$ cat config.mk
export PLATFORM = sky130hd
export DESIGN_NAME = rtc_pwrfail_ctrl
export DESIGN_NICKNAME = d
export VERILOG_FILES = /design/src/rtl/rtc_pf_pkg.sv /design/src/rtl/rtc_pf_addr_dec.sv /design/src/rtl/rtc_pf_fsm.sv /design/src/rtl/rtc_pf_status.sv /design/src/rtl/rtc_pwrfail_ctrl.sv
export SDC_FILE = /design/constraint.sdc
export NUM_CORES = 1
export LEC_CHECK = 0
export ABC_AREA = 1
export BUFFER_PORTS_ARGS = -buffer_cell sky130_fd_sc_hd__buf_4
export CAP_MARGIN = 20
export CORE_AREA = 2 2 39 41
export CTS_CLUSTER_SIZE = 20
export DETAILED_ROUTE_END_ITERATION = 16
export DIE_AREA = 0 0 41 43
export GPL_TIMING_DRIVEN = 0
export MAX_ROUTING_LAYER = met4
export PLACE_DENSITY = 0.69
export SYNTH_ARGS = -nofsm -noshare
export SYNTH_HDL_FRONTEND = slang
export SYNTH_SLANG_ARGS = --single-unit
$ cat constraint.sdc
create_clock -name clk -period 1 [get_ports clk]
set_input_delay 0.15 -clock clk [delete_from_list [all_inputs] [get_ports clk]]
set_output_delay 0.15 -clock clk [all_outputs]
set_load 0.02 [all_outputs]
$ cat src/rtl/rtc_pf_pkg.sv
package rtc_pf_pkg;
    typedef enum logic [1:0] {
        ST_RUN  = 2'd0,
        ST_DEAD = 2'd1,
        ST_LOAD = 2'd2,
        ST_HALT = 2'd3
    } pf_state_e;

    localparam int unsigned STAT_W = 8;
    // bits software may store; bit 0 is the flag, bits 3/4 unused
    localparam logic [STAT_W-1:0] SW_MASK = 8'b1110_0110;
endpackage

$ cat src/rtl/rtc_pf_addr_dec.sv
module rtc_pf_addr_dec #(
    parameter int unsigned ADDR_W    = 8,
    parameter int unsigned CLK_BASE  = 8'h30,
    parameter int unsigned CLK_SPAN  = 8,
    parameter int unsigned STAT_ADDR = 8'h3F
) (
    input  logic              wr_en,
    input  logic [ADDR_W-1:0] wr_addr,
    output logic              clk_wr,
    output logic              stat_wr
);
    localparam int unsigned CLK_LAST = CLK_BASE + CLK_SPAN - 1;

    logic in_window;

    always_comb begin
        in_window = (int'(wr_addr) >= int'(CLK_BASE)) &&
                    (int'(wr_addr) <= int'(CLK_LAST));
        clk_wr    = wr_en && in_window;
        stat_wr   = wr_en && (int'(wr_addr) == int'(STAT_ADDR));
    end
endmodule

$ cat src/rtl/rtc_pf_fsm.sv
module rtc_pf_fsm
    import rtc_pf_pkg::*;
(
    input  logic clk,
    input  logic rst_n,
    input  logic main_ok,
    input  logic bkup_ok,
    input  logic clk_wr,
    output logic flag,
    output logic run_en,
    output logic defaults
);
    pf_state_e state_q;
    pf_state_e state_d;
    logic      both_lost;

    assign both_lost = !main_ok && !bkup_ok;

    // next-state selection
    always_comb begin
        state_d = state_q;
        unique case (state_q)
            ST_RUN:  if (both_lost) state_d = ST_DEAD;
            ST_DEAD: if (!both_lost) state_d = ST_LOAD;
            ST_LOAD: state_d = both_lost ? ST_DEAD : ST_HALT;
            ST_HALT: begin
                if (both_lost)   state_d = ST_DEAD;
                else if (clk_wr) state_d = ST_RUN;
            end
        endcase
    end

    // state register
    always_ff @(posedge clk or negedge rst_n) begin
        if (!rst_n) state_q <= ST_DEAD;
        else        state_q <= state_d;
    end

    // latched total-failure flag: only the clearing write resets it
    always_ff @(posedge clk or negedge rst_n) begin
        if (!rst_n)
            flag <= 1'b1;
        else if (state_d == ST_DEAD)
            flag <= 1'b1;
        else if (state_q == ST_HALT && state_d == ST_RUN)
            flag <= 1'b0;
    end

    // state-decoded outputs
    always_comb begin
        run_en   = 1'b0;
        defaults = 1'b0;
        unique case (state_q)
            ST_RUN:  run_en   = 1'b1;
            ST_DEAD: ;
            ST_LOAD: defaults = 1'b1;
            ST_HALT: ;
        endcase
    end
endmodule

$ cat src/rtl/rtc_pf_status.sv
module rtc_pf_status
    import rtc_pf_pkg::*;
(
    input  logic              clk,
    input  logic              rst_n,
    input  logic              stat_wr,
    input  logic [STAT_W-1:0] wr_data,
    input  logic              flag,
    output logic [STAT_W-1:0] status
);
    logic [STAT_W-1:0] sw_q;

    always_ff @(posedge clk or negedge rst_n) begin
        if (!rst_n)       sw_q <= '0;
        else if (stat_wr) sw_q <= wr_data & SW_MASK;
    end

    always_comb begin
        status    = sw_q & SW_MASK;
        status[0] = flag;
    end
endmodule

$ cat src/rtl/rtc_pwrfail_ctrl.sv
module rtc_pwrfail_ctrl
    import rtc_pf_pkg::*;
#(
    parameter int unsigned ADDR_W    = 8,
    parameter int unsigned CLK_BASE  = 8'h30,
    parameter int unsigned CLK_SPAN  = 8,
    parameter int unsigned STAT_ADDR = 8'h3F
) (
    input  logic              clk,
    input  logic              rst_n,
    input  logic              main_ok,
    input  logic              bkup_ok,
    input  logic              wr_en,
    input  logic [ADDR_W-1:0] wr_addr,
    input  logic [7:0]        wr_data,
    input  logic              tick_1hz,
    output logic [7:0]        status_o,
    output logic              run_en_o,
    output logic              tick_o,
    output logic              defaults_o
);
    logic clk_wr;
    logic stat_wr;
    logic flag;

    rtc_pf_addr_dec #(
        .ADDR_W   (ADDR_W),
        .CLK_BASE (CLK_BASE),
        .CLK_SPAN (CLK_SPAN),
        .STAT_ADDR(STAT_ADDR)
    ) u_dec (
        .wr_en  (wr_en),
        .wr_addr(wr_addr),
        .clk_wr (clk_wr),
        .stat_wr(stat_wr)
    );

    rtc_pf_fsm u_fsm (
        .clk     (clk),
        .rst_n   (rst_n),
        .main_ok (main_ok),
        .bkup_ok (bkup_ok),
        .clk_wr  (clk_wr),
        .flag    (flag),
        .run_en  (run_en_o),
        .defaults(defaults_o)
    );

    rtc_pf_status u_stat (
        .clk    (clk),
        .rst_n  (rst_n),
        .stat_wr(stat_wr),
        .wr_data(wr_data),
        .flag   (flag),
        .status (status_o)
    );

    assign tick_o = tick_1hz && run_en_o;
endmodule

## After elaboration in Yosys (flattened, before gate mapping)

Cells that the tools add are included.

- Div/mod/pow operators: 0
- Bitwise gates (word level): 0
- Reduce and logical (&&, ||, !) cells: 11
- Mux-type cells: 10
- Shift-type cells: 0
- Order comparisons: 2
- Add/subtract/negate cells: 0
- Eq/ne operators: 5
- Multiply operators: 0

Operator list:

| operator | count |
|---|---|
| $mux W2 | 5 |
| $eq A8 B7 Y1 const B | 1 |
| $ge A8 B6 Y1 const B | 1 |
| $le A8 B6 Y1 const B | 1 |
| $pmux W2 S4 | 1 |
| $logic_and A1 B1 Y1 | 6 |
| $eq A2 B1 Y1 const B | 2 |
| $eq A2 B2 Y1 const B | 2 |
| $logic_not A2 Y1 | 2 |
| $mux W1 | 4 |
| $logic_not A1 Y1 | 2 |
| $reduce_bool A2 Y1 | 1 |

- Bits in latches: 0
- RAM bits: 0
- ROM bits: 0
- Memories: 0
- Input bits: 22
- Register bits after elaboration: 8

## Longest topological paths before layout

Gate-level depths: netlist of run 1.

- Depth after elaboration: 10
- Depth in mapped cells: 6
- Gate-level depth less buffers: 6

## By module

A second synthesis of run 1 with hierarchy kept.

- Cells, all modules: 54
- Area total of the unflattened synthesis: 401.6 µm²

By module, submodules not included:

| module | cells an instance | times used | area an instance (µm²) | sequential area each (µm²) |
|---|---|---|---|---|
| rtc_pf_status | 25 | 1 | 211.5 | 125.1 |
| rtc_pf_fsm | 20 | 1 | 152.6 | 77.6 |
| rtc_pf_addr_dec | 7 | 1 | 30.0 | 0.0 |
| rtc_pwrfail_ctrl | 2 | 1 | 7.5 | 0.0 |

## Least setup slack after synthesis of run 1

OpenSTA, ideal clock, no wires.

- Path type: reg2out
- Start point: reg u_fsm.state_q[1]
- End point: out tick_o
- Setup slack: -0.255 ns
- Stages on the path, launching flop included: 4
- Data required time: 0.850 ns
- Arrival time: 1.105 ns
- Cells stage by stage: dfrtp_1 > nor2_1 > inv_2 > nor2_1

- Word-level cells in the longest chain between the ends: 3

Ends and longest elaborated chain:

| item | line | text |
|---|---|---|
| start, declared | rtc_pf_fsm.sv:13 | `pf_state_e state_q;` |
| start signal, assigned | rtc_pf_fsm.sv:36 | `else state_q <= state_d;` |
| $logic_not A2 Y1 | rtc_pf_fsm.sv:53 | `unique case (state_q)` |
| $mux W1 | rtc_pf_fsm.sv:53 |  |
| net run_en_o | rtc_pwrfail_ctrl.sv:18 | `output logic run_en_o,` |
| $logic_and A1 B1 Y1 | rtc_pwrfail_ctrl.sv:58 | `assign tick_o = tick_1hz && run_en_o;` |
| end, declared | rtc_pwrfail_ctrl.sv:19 | `output logic tick_o,` |

The timed path passes the listed nets, and every way through them passes these cells.

## Worst setup path after layout of run 1

- Start point: reg u_fsm.state_q[0]
- End point: out tick_o

- Word-level cells in the longest chain between the ends: 3

Ends and longest elaborated chain:

| item | line |
|---|---|
| $logic_not A2 Y1 | rtc_pf_fsm.sv:53 |
| $mux W1 | rtc_pf_fsm.sv:53 |
| $logic_and A1 B1 Y1 | rtc_pwrfail_ctrl.sv:58 |

No other way between the ends.

==> metrics, run 1 <==
Initial Util=around a third; Post-DP HPWL=795 um; Mapped Area=around 460 um^2; clk root buf=clkbuf_4; failing checks=negative setup slack; commonest cells in the netlist=16 x nand2_1, 7 x nand3_1, 6 x dfrtp_1, 6 x inv_1, 4 x nor2_1; Comb pwr share=around a quarter; count leader, synth=nand2_1; cells after synthesis=between 50 and 60; layout cells sized above 1=54.3%; H-Tree Depth=1; CTS tree=built; Clock Pin Slew Worst Setup and Hold Paths=around 0.06 ns; number of global-route vias before repair=~430; Internal Power=slightly above 0.6 mW; Crit-path slowest cell=dfstp_2; final critical-path share of the clock period=121%; largest net degree at the start of global routing=10; Worst setup EP type=primary output; R2R depth=7; library cells used by synthesis=16; clock share of power=31.3%; placer congestion estimate=around 0.66; Port Buffer Count=27; placed cells=100; Worst-Skew Late Latency=roughly 0.24 ns; worst r2r src=u_fsm.state_q[0]; worst min path class=primary input to register; number of synthesized flops with an enable pin=0; critical path class=register to primary output; GRT Total Usage=between 10 and 15%; diode count=0; sequential area share after synthesis=approximately 44%; Die ar.=approximately 1800 um^2; Synth-to-Final Area Change=66.1%; CP cell instances=nor2_4 > inv_2 > nor2_2 > buf_6; hold_sp=wr_data[1]; P per Cell Area=about 1100 nW/um^2; final hold violations=0; hold path depth=3; top cell type's share of synthesized area=~33%; Synth area leaders=dfrtp_1 33%, nand2_1 13%, dfstp_2 11%; Worst path max stage delay=around 0.57 ns; nets=~120; maximum vdd ir drop=between 0.4 and 0.5 mV; synth warn=0; Synth Flop Type=dfrtp_1; Total Wirelength=approximately 1000 um; Non-Filler Instances=108; initial antenna violation count=0; CP max FO=3; Final Skew=0.0000394 ns; Die Y=between 40 and 50 um; vias=between 400 and 500; Cell Rows=14; synthesized area per cell=8.18 um^2; Switch Pwr=between 0.2 and 0.25 mW; FILL cells=140; Remaining DRCs=0; Antenna Violating Nets Remaining=0; Slew Limit Fails=0; Num Clock Sinks=8; drt pass-1 iters=2; global route total overflow=0; setup TNS=-0.790 ns; startpoint types=register; Worst R2R Setup Slack=-0.20 ns; buffer depth of the longest clock path=2; chip width=41 um; Leak=between 0.4 and 0.5 nW; Wirelength per Cell=9.34 um; final worst slack=-0.210 ns; Final setup viols=5; status=finished with violations; Crit path required time=about 0.85 ns; RSZ-0062 raised after global routing=yes; routed vias/inst=about 4.2; post-layout minimum cycle time=1.21 ns; Synth async-reset ratio=between 90% and 100%; Sw Ratio=a little over a quarter; largest area contributor in the netlist=dfrtp_1; share of power burned in registers=a little over two fifths; Max-cap violations=0; reg2reg end=u_fsm.state_q[1]; register bit total from synthesis=8; first-pass GRT wire length=1590 um; Num CTS Buffers=3; Core Box Area=~1400 um^2; f_max=826 MHz; worst hold endpoint=u_stat.sw_q[1]; Initial DRC Count=1; critical path arrival=~1.1 ns; io pins=33
critical path, delay by kind of cell (launching register included):
family | cells | cell delay, ns
flip-flops | 1 | 0.57
buffers and inverters | 2 | 0.18
AND/OR/NAND/NOR | 2 | 0.07
power groups by stage:
stage	combinational, mW	clock (mW)	sequential, mW
2_1_floorplan	0.0793	0	0.377
3_3_place_gp	0.186	0	0.367
3_5_place_dp	0.189	0	0.368
4_1_cts	0.206	0.275	0.362
5_1_grt	0.227	0.279	0.363
6_report	0.207	0.259	0.362
layout by cell type, fill, tap and decap left out, types with 2 or more instances in the layout:
| master | count |
|---|---|
| buf_4 | 31 |
| dfrtp_1 | 6 |
| nand2_1 | 16 |
| nor2_1 | 2 |
| inv_1 | 5 |
| clkbuf_4 | 3 |
| buf_6 | 2 |
| nand2_4 | 2 |
| nand3_1 | 7 |
| nand2_2 | 2 |
| dfstp_2 | 2 |
| nor2_4 | 2 |
| inv_2 | 3 |
| conb_1 | 2 |
worst max path at each step:
stage / cells past startpoint / startpoint / to
2_1_floorplan: 3 / u_fsm.state_q[1] / tick_o
3_3_place_gp: 4 / u_fsm.state_q[0] / tick_o
3_5_place_dp: 4 / u_fsm.state_q[0] / tick_o
4_1_cts: 4 / u_fsm.state_q[0] / tick_o
5_1_grt: 4 / u_fsm.state_q[1] / tick_o
6_report: 4 / u_fsm.state_q[0] / tick_o
sequential cells by signal, summed over array words and instances (netlist names):
name	cells
u_fsm.state_q	2
u_stat.sw_q	5
u_fsm.flag	1
logic make-up (layout without fill, tap and decap cells):
logic type      after synthesis  after routing  synth area share [%]
compound gates                1              1                  1.37
buf+inv                      11             46                  11.5
flops                         8              8                  44.3
other cells                   1              2                 0.819
simple gates                 35             35                  42.1
layer usage:
layer / global-route usage [%] / wire length [um] / vias to the layer above
met4: 10.0 / 19 / 0
met3: 1.57 / 66 / 2
met5: - / 0 / -
met1: 15.7 / 384 / 193
met2: 20.6 / 538 / 19
li1: - / - / 240
what timing repair did:
action | 4_1_cts | 5_1_grt
buffers inserted | 4 | 0
hold buffers | 1 | 0
pin swaps | 0 | 1
resized for setup | 2 | 1
hold endpoints to repair | 8 | 0
setup endpoints to repair | 4 | 6
final cells by class:
type / count / area, um^2 / area share [%]
inverter: 8 / 30.0 / 3.95
multi-input combinational: 38 / 216 / 28.5
buffer: 2 / 15.0 / 1.97
clock buffer: 4 / 26.3 / 3.45
sequential: 8 / 203 / 26.6
tap: 16 / 20.0 / 2.63
timing repair buffer: 32 / 250 / 32.9
through the flow:
step	power, mW	setup WS (ns)	hold WS (ns)	instance area (um^2)	util (%)
floorplan	0.457	0.00157	-0.146	472	-
global placement	0.553	0.0366	-0.0292	694	50.2
detailed placement	0.557	0.0339	-0.0269	694	50.2
CTS	0.843	-0.219	0.124	761	55.0
global route	0.870	-0.248	0.151	761	55.0
finish	0.828	-0.210	0.139	761	55.0
No activity file was read; power rests on OpenSTA's default activity.
==> run 2, diff against run 1 <==
--- a/config.mk
+++ b/config.mk
@@ -15,6 +15,7 @@
 export GPL_TIMING_DRIVEN = 0
 export MAX_ROUTING_LAYER = met4
 export PLACE_DENSITY = 0.69
+export RECOVER_POWER = 100
 export SYNTH_ARGS = -nofsm -noshare
 export SYNTH_HDL_FRONTEND = slang
 export SYNTH_SLANG_ARGS = --single-unit
==> metrics, run 2 (synthesis gave the netlist of run 1 again) <==
status=finished with violations; failing checks=negative setup slack; drt pass-1 iters=2 (unchanged); global route total overflow=0 (unchanged); Synth-to-Final Area Change=60.4%; Core Box Area=1380 um^2 (unchanged); nets=115 (unchanged); placed cells=100 (unchanged); GRT Total Usage=13.7% (unchanged); max reg flops=5 (unchanged); Worst path max stage delay=0.57 ns (about the same); Num CTS Buffers=3 (unchanged); critical path arrival=1.06 ns (about the same); Crit-path slowest cell=dfstp_2; Total Wirelength=1020 um (+1.1%); P per Cell Area=1120 nW/um^2 (+2.5%); Initial Util=33.1% (unchanged); Num Clock Sinks=8 (unchanged); Crit path required time=0.85 ns (about the same); Worst setup EP type=primary output; Buf/Inv on CP=2 (unchanged); CP max FO=3 (unchanged); Clock Pin Slew Worst Setup and Hold Paths=0.06 ns (about the same); vias=456 (+0.44%); commonest cells after routing, fill and taps aside=24 x buf_4, 18 x nand2_1, 7 x nand3_1, 6 x dfrtp_1, 5 x inv_1; placer congestion estimate=0.663 (unchanged); Final setup viols=5 (unchanged); Initial DRC Count=1 (unchanged); first-pass GRT wire length=1590 um (unchanged); Slew Limit Fails=0 (unchanged); most common cell after layout, fill and taps aside=buf_4; io pins=33 (unchanged); H-Tree Depth=1 (unchanged); worst min path class=primary input to register; Final Skew=0.0000521 ns (+0.0000127 ns); crit-path leading delay family=flip-flops; CTS tree=built; Worst-Skew Late Latency=0.24 ns (about the same); total chip power=0.820 mW (-1.0%); Die ar.=1760 um^2 (unchanged); diode count=0 (unchanged); layout cells sized above 1=51.1% (-3.3 points); post-layout minimum cycle time=1.21 ns (+0.00184 ns); CP cell instances=nor2_4 > inv_2 > nor2_2 > buf_6; Cell Rows=14 (unchanged); Non-Filler Instances=108 (unchanged); biggest regs=u_stat.sw_q (5), u_fsm.state_q (2), u_fsm.flag (1); largest net degree at the start of global routing=10 (unchanged); number of global-route vias before repair=426 (unchanged); Antenna Violating Nets Remaining=0 (unchanged); Leak=0.431 nW (-4.8%); startpoint types=register; clk root buf=clkbuf_4; critical path class=register to primary output; final hold violations=0 (unchanged); RSZ-0062 raised after global routing=yes; Remaining DRCs=0 (unchanged); Port Buffer Count=27 (unchanged); Max-cap violations=0 (unchanged); Wirelength per Cell=9.44 um (+1.1%); final critical-path share of the clock period=121% (+0.18 points); chip width=41 um (unchanged); routed vias/inst=4.22 (+0.44%); f_max=825 MHz (-0.15%); initial antenna violation count=0 (unchanged); final worst slack=-0.212 ns (-0.00184 ns); Post-DP HPWL=795 um (unchanged); setup TNS=-0.798 ns (-0.00798 ns); maximum vdd ir drop=0.427 mV (+2.5%); Biggest register=u_stat.sw_q; buffer depth of the longest clock path=2 (unchanged); Die Y=43 um (unchanged)
run 2: report_power, final:
part | internal, mW | leakage [nW] | switching, mW | total (mW)
combinational | 0.0999 | 0.315 | 0.0978 | 0.198
clock | 0.153 | 0.0150 | 0.108 | 0.260
sequential | 0.346 | 0.101 | 0.0157 | 0.362
total | 0.598 | 0.431 | 0.221 | 0.820
run 2: final timing paths:
| check | to | from | cells past startpoint | slack (ns) |
|---|---|---|---|---|
| max | tick_o | u_fsm.state_q[0] | 4 | -0.21 |
| min | u_stat.sw_q[1] | wr_data[1] | 3 | 0.14 |
| max reg2reg | u_fsm.state_q[1] | u_fsm.state_q[0] | 7 | -0.20 |
| min reg2reg | u_fsm.flag | u_fsm.flag | 2 | 0.46 |
| max in group asynchronous | u_fsm.state_q[0] | rst_n | 2 | 0.32 |
| min in group asynchronous | u_stat.sw_q[2] | rst_n | 2 | 0.36 |
run 2: repair_timing:
action | CTS | global route
buffers inserted | 4 | 0
gates resized for setup | 2 | 1
setup endpoints to repair | 4 | 6
hold endpoints to repair | 8 | 0
pin swaps | 0 | 1
hold buffers | 1 | 0
run 2: worst register-to-register path: stages, from the launching register on:
cell,delay (ns)
dfstp_2,0.57
nor2_4,0.04
inv_2,0.06
buf_4,0.10
buf_4,0.09
buf_4,0.09
nand2_1,0.05
a31oi_1,0.14
run 2: area by class of cell:
class	instances	area [um^2]
Timing Repair Buffer	32	234
Tap cell	16	20.0
Multi-Input combinational cell	38	206
Sequential cell	8	203
Inverter	8	30.0
Buffer	2	15.0
Clock buffer	4	26.3
Fill cell	144	649
run 2: per-layer routing:
metal	GRT usage, %	up-vias	wire, um
met5	-	-	0
li1	-	240	-
met3	1.57	2	67
met2	20.6	19	539
met1	15.7	195	393
met4	10.0	0	19
run 2: through the flow:
stage               util (%)  cell area (um^2)  worst slack (ns)  hold WS, ns
floorplan                  -               472           0.00157       -0.146
global placement        50.2               694            0.0366      -0.0292
detailed placement      50.2               694            0.0339      -0.0269
CTS                     55.0               761            -0.219        0.124
finish                  53.1               734            -0.212        0.139
global route            53.1               734            -0.248        0.151
